### config.mk
export PLATFORM = sky130hd
export DESIGN_NAME = pwm_channel
export DESIGN_NICKNAME = d
export VERILOG_FILES = /design/src/rtl/pwmc_pkg.sv /design/src/rtl/pwmc_cmp_reg.sv /design/src/rtl/pwmc_match.sv /design/src/rtl/pwmc_latch.sv /design/src/rtl/pwm_channel.sv
export SDC_FILE = /design/constraint.sdc
export NUM_CORES = 1
export LEC_CHECK = 0
export CORE_MARGIN = 2
export CORE_UTILIZATION = 35
export CTS_CLUSTER_DIAMETER = 50
export CTS_CLUSTER_SIZE = 14
export DETAILED_ROUTE_END_ITERATION = 12
export DONT_BUFFER_PORTS = 1
export PLACE_DENSITY = 0.51
export SLEW_MARGIN = 20
export SYNTH_ARGS = -nofsm -noshare
export SYNTH_HDL_FRONTEND = slang
export SYNTH_HIERARCHICAL = 1
export SYNTH_SLANG_ARGS = --single-unit
### constraint.sdc
create_clock -name clk -period 1.5 [get_ports clk]
set_input_delay 0 -clock clk [delete_from_list [all_inputs] [get_ports clk]]
set_output_delay 0 -clock clk [all_outputs]
set_load 0.005 [all_outputs]
### src/rtl/pwmc_pkg.sv
package pwmc_pkg;
  typedef enum logic [1:0] {
    ACT_HOLD = 2'd0,
    ACT_SET  = 2'd1,
    ACT_CLR  = 2'd2
  } pwm_act_e;
endpackage

### src/rtl/pwmc_cmp_reg.sv
module pwmc_cmp_reg #(
  parameter int CNT_W = 16
) (
  input  logic               clk,
  input  logic               rst,
  input  logic               wr_lo,
  input  logic               wr_hi,
  input  logic [CNT_W/2-1:0] wr_byte,
  output logic [CNT_W-1:0]   cmp_q,
  output logic               armed_q
);
  localparam int HALF_W = CNT_W / 2;
  localparam int LANES  = 2;

  for (genvar g = 0; g < LANES; g++) begin : g_lane
    logic lane_we;
    assign lane_we = (g == 0) ? wr_lo : wr_hi;
    always_ff @(posedge clk) begin
      if (rst) begin
        cmp_q[g*HALF_W +: HALF_W] <= '0;
      end else if (lane_we) begin
        cmp_q[g*HALF_W +: HALF_W] <= wr_byte;
      end
    end
  end

  always_ff @(posedge clk) begin
    if (rst) begin
      armed_q <= 1'b1;
    end else if (wr_hi) begin
      armed_q <= 1'b1;
    end else if (wr_lo) begin
      armed_q <= 1'b0;
    end
  end
endmodule

### src/rtl/pwmc_match.sv
module pwmc_match #(
  parameter int CNT_W = 16
) (
  input  logic [CNT_W-1:0] count,
  input  logic [CNT_W-1:0] cmp,
  input  logic             armed,
  output logic             hit
);
  logic eq;
  always_comb begin
    eq  = (count == cmp);
    hit = eq & armed;
  end
endmodule

### src/rtl/pwmc_latch.sv
module pwmc_latch
  import pwmc_pkg::*;
(
  input  logic clk,
  input  logic rst,
  input  logic hit,
  input  logic wrap,
  output logic q
);
  pwm_act_e act;

  always_comb begin
    if (hit) begin
      act = ACT_SET;
    end else if (wrap) begin
      act = ACT_CLR;
    end else begin
      act = ACT_HOLD;
    end
  end

  always_ff @(posedge clk) begin
    if (rst) begin
      q <= 1'b0;
    end else begin
      case (act)
        ACT_SET: q <= 1'b1;
        ACT_CLR: q <= 1'b0;
        default: q <= q;
      endcase
    end
  end
endmodule

### src/rtl/pwm_channel.sv
module pwm_channel #(
  parameter int CNT_W = 16
) (
  input  logic               clk,
  input  logic               rst,
  input  logic [CNT_W-1:0]   tb_count,
  input  logic               tb_wrap,
  input  logic               wr_lo,
  input  logic               wr_hi,
  input  logic [CNT_W/2-1:0] wr_byte,
  output logic [CNT_W-1:0]   cmp_value,
  output logic               armed,
  output logic               pwm_out
);
  logic hit;

  pwmc_cmp_reg #(.CNT_W(CNT_W)) u_reg (
    .clk     (clk),
    .rst     (rst),
    .wr_lo   (wr_lo),
    .wr_hi   (wr_hi),
    .wr_byte (wr_byte),
    .cmp_q   (cmp_value),
    .armed_q (armed)
  );

  pwmc_match #(.CNT_W(CNT_W)) u_match (
    .count (tb_count),
    .cmp   (cmp_value),
    .armed (armed),
    .hit   (hit)
  );

  pwmc_latch u_latch (
    .clk  (clk),
    .rst  (rst),
    .hit  (hit),
    .wrap (tb_wrap),
    .q    (pwm_out)
  );
endmodule

==> flow_summary_export.csv <==
group,metric,value,unit
run_status,outcome,"complete, no violations",
route,postRouteAntennaNets,0,
floorplan,die_area,2790,sq um
route,via_count,609,
power_and_ir_drop,seqPwrFrac,58.8,%
cells_and_area,diodes,0,
clock_network,cts_max_level,1,
synthesis,synthCells,82,
placed_design,dpl.hpwl,1210,um
synthesis,synth_area_leaders,"dfxtp_1 (43%), mux2i_1 (19%), xnor2_1 (13%)",
global_routing,grt_use_total,14.0,%
placed_design,port_buffers,0,
placed_design,place_ws,105,ps
clock_network,path_clk_slew,100,ps
cells_and_area,fin_area,1000,sq um
power_and_ir_drop,ir_worst_vdd,0.386,mV
setup_path,path_buf_inv,1,
floorplan,die_w,52.8,um
synthesis,synth_top_area_cell,"dfxtp_1",
setup_path,worstPathRequired,1720,ps
sta,setup_viol,0,
floorplan,coreArea,2230,sq um
setup_path,endpoint_kind,"flip-flop",
sta,worst_pin_slew,672,ps
setup_path,critical_path.max_stage_delay,350,ps
global_routing,grt_antenna_before_repair,0,
setup_path,worstPathCellList,"xor2_1 -> nor4_1 -> nand4_1 -> nor4_2 -> inv_1 -> a21oi_2",
power_and_ir_drop,switching_share,24.9,%
setup_path,cp_max_fo,3,
sta,setup_ws,185,ps
power_and_ir_drop,switchingPower,226,uW
sta,tns,0,ps
clock_network,cts_root_buf,"clkbuf_4",
synthesis,ys_ff_latch,18,
power_and_ir_drop,pwr-share-clk,25.7,%
cells_and_area,syn_to_final_growth,20.1,%
power_and_ir_drop,power_frac_comb,15.5,%
worst_hold_path,worstHoldPathType,"input port to flip-flop",
global_routing,grt_pass1_vias,574,
setup_path,crit_path_start_kind,"flip-flop",
sta,maxSlewHeadroom,55.1,%
route,drtIter0Drc,2,
sta,maxSlewViolCount,0,
route,first_pass_iters,4,
sta,period_needed,1310,ps
setup_path,crit_slowest_cell,"dfxtp_1",
synthesis,synth-seq-area-share,43.2,%
job,max_cap_viol_count,0,
synthesis,avgSynthCellArea,10.2,sq um
floorplan,initial_core_util,37.4,%
sta,skew,1.91,ps
placed_design,dp_cells,106,
route,wl,1800,um
floorplan,die_y,52.8,um
placed_design,place.gp.congestion,0.662,
power_and_ir_drop,power.internal,683,uW
power_and_ir_drop,power,909,uW
floorplan,io_pins,47,
synthesis,synth_cell_types,15,
placed_design,place_area,828,sq um
power_and_ir_drop,p_per_area,907,nW/um^2
clock_network,clkSinkCount,18,
global_routing,grt_remaining_overflow,0,
cells_and_area,fin_cells,124,
cells_and_area,finish.utilization,44.9,%
clock_network,cts_buffers,3,
sta,max_freq,761,MHz
floorplan,placementRows,17,
global_routing,grt_max_degree,19,
sta,hold_ws,20.9,ps
setup_path,path_delay_family,"simple AND/OR/NAND/NOR gates",
synthesis,synth_top_cell_area_share,43.2,%
cells_and_area,final_nets,127,
cells_and_area,fill_cells,235,
route,drc,0,
sta,period_share,87.7,%
clock_network,cts_tree,"yes",
sta,rsz0062_at_grt,"no",
synthesis,synth_fp_nets,111,
setup_path,worstPathArrival,1540,ps
synthesis,ys_warn_count,6,
setup_path,path_class,"flip-flop to flip-flop",
global_routing,grt_pass1_wl,2710,um
cells_and_area,drive_gt1_share,6.25,%
synthesis,syn-cell-area,835,sq um
clock_network,clk_latency,280,ps
sta,finalHoldViolations,0,
route,viasPerCell,4.91,
clock_network,cts_buffer_depth,2,
power_and_ir_drop,p_leak,0.409,nW
route,wl_per_cell,14.5,um
==> worst min-delay path: stages <==
cell,delay (ps)
xnor2_1,40
nand2_1,80
nor4_2,50
inv_1,50
a21oi_2,40
==> final timing paths <==
| check | start | end | slack (ps) | cells after the start |
|---|---|---|---|---|
| worst max-delay path | u_reg/cmp_q[2]$_SDFFE_PP0P_ | u_latch/q$_SDFFE_PP0P_ | 190 | 6 |
| worst min-delay path | tb_count[8] | u_latch/q$_SDFFE_PP0P_ | 20 | 5 |
| worst max register to register | u_reg/cmp_q[2]$_SDFFE_PP0P_ | u_latch/q$_SDFFE_PP0P_ | 190 | 6 |
| worst min register to register | u_reg/armed_q$_SDFFE_PP1P_ | u_reg/armed_q$_SDFFE_PP1P_ | 510 | 2 |
==> logic make-up after synthesis <==
| logic type | synth area share [%] |
|---|---|
| simple gates | 13.3 |
| flops | 43.2 |
| buf+inv | 5.85 |
| mux | 19.2 |
| xor+xnor | 16.8 |
| compound gates | 1.65 |
==> power groups by stage <==
| stage | registers, mW | logic, mW | clock network [mW] |
|---|---|---|---|
| finish | 0.535 | 0.141 | 0.234 |
| detailed placement | 0.546 | 0.0867 | 0 |
| floorplan | 0.540 | 0.101 | 0 |
| CTS | 0.536 | 0.142 | 0.253 |
| global placement | 0.546 | 0.0860 | 0 |
| global route | 0.539 | 0.157 | 0.262 |
==> repair_timing <==
action                                 in CTS  in global routing
endpoints found under the hold margin      18                  0
setup buffers                               0                  0
setup endpoints to repair                   0                  1
resized for setup                           0                  1
hold buffers                               15                  0
==> cell usage after synthesis (all sizes together) <==
cell / count
mux2i: 16
buf: 4
nor2: 17
xnor2: 12
nand2: 1
nand2b: 1
xor2: 4
nand4: 3
a21oi: 1
o21ai: 1
nor4: 2
dfxtp: 18
inv: 2
==> final cells by class <==
| class | instances | area [sq um] | share of cell area, % |
|---|---|---|---|
| sequential | 18 | 362 | 36.1 |
| inverter | 2 | 7.51 | 0.749 |
| tap | 28 | 35.0 | 3.50 |
| timing repair buffer | 15 | 150 | 15.0 |
| clock buffer | 3 | 22.5 | 2.25 |
| multi-input combinational | 58 | 425 | 42.4 |
==> registers in the layout, indices dropped and copies added, names as in the netlist <==
name / count
u_reg/cmp_q: 16
u_reg/armed_q: 1
u_latch/q: 1
==> metal layers <==
layer | global-route usage, % | wire length [um] | share of wire, %
met1 | 17.2 | 752 | 42
met5 | 0 | 0 | 0
met3 | 3.14 | 125 | 6.9
met2 | 22.5 | 906 | 50
met4 | 7.69 | 16 | 0.89
==> placed cells by master (no fill, tap or decap), types with 2 or more instances in the layout <==
cell type	instances
dfxtp_1	17
nor2_1	17
mux2i_1	16
dlygate4sd3_1	15
xnor2_1	12
xor2_1	4
clkbuf_4	3
nand4_1	3
inv_1	2
(Power assumes the default switching activity.)
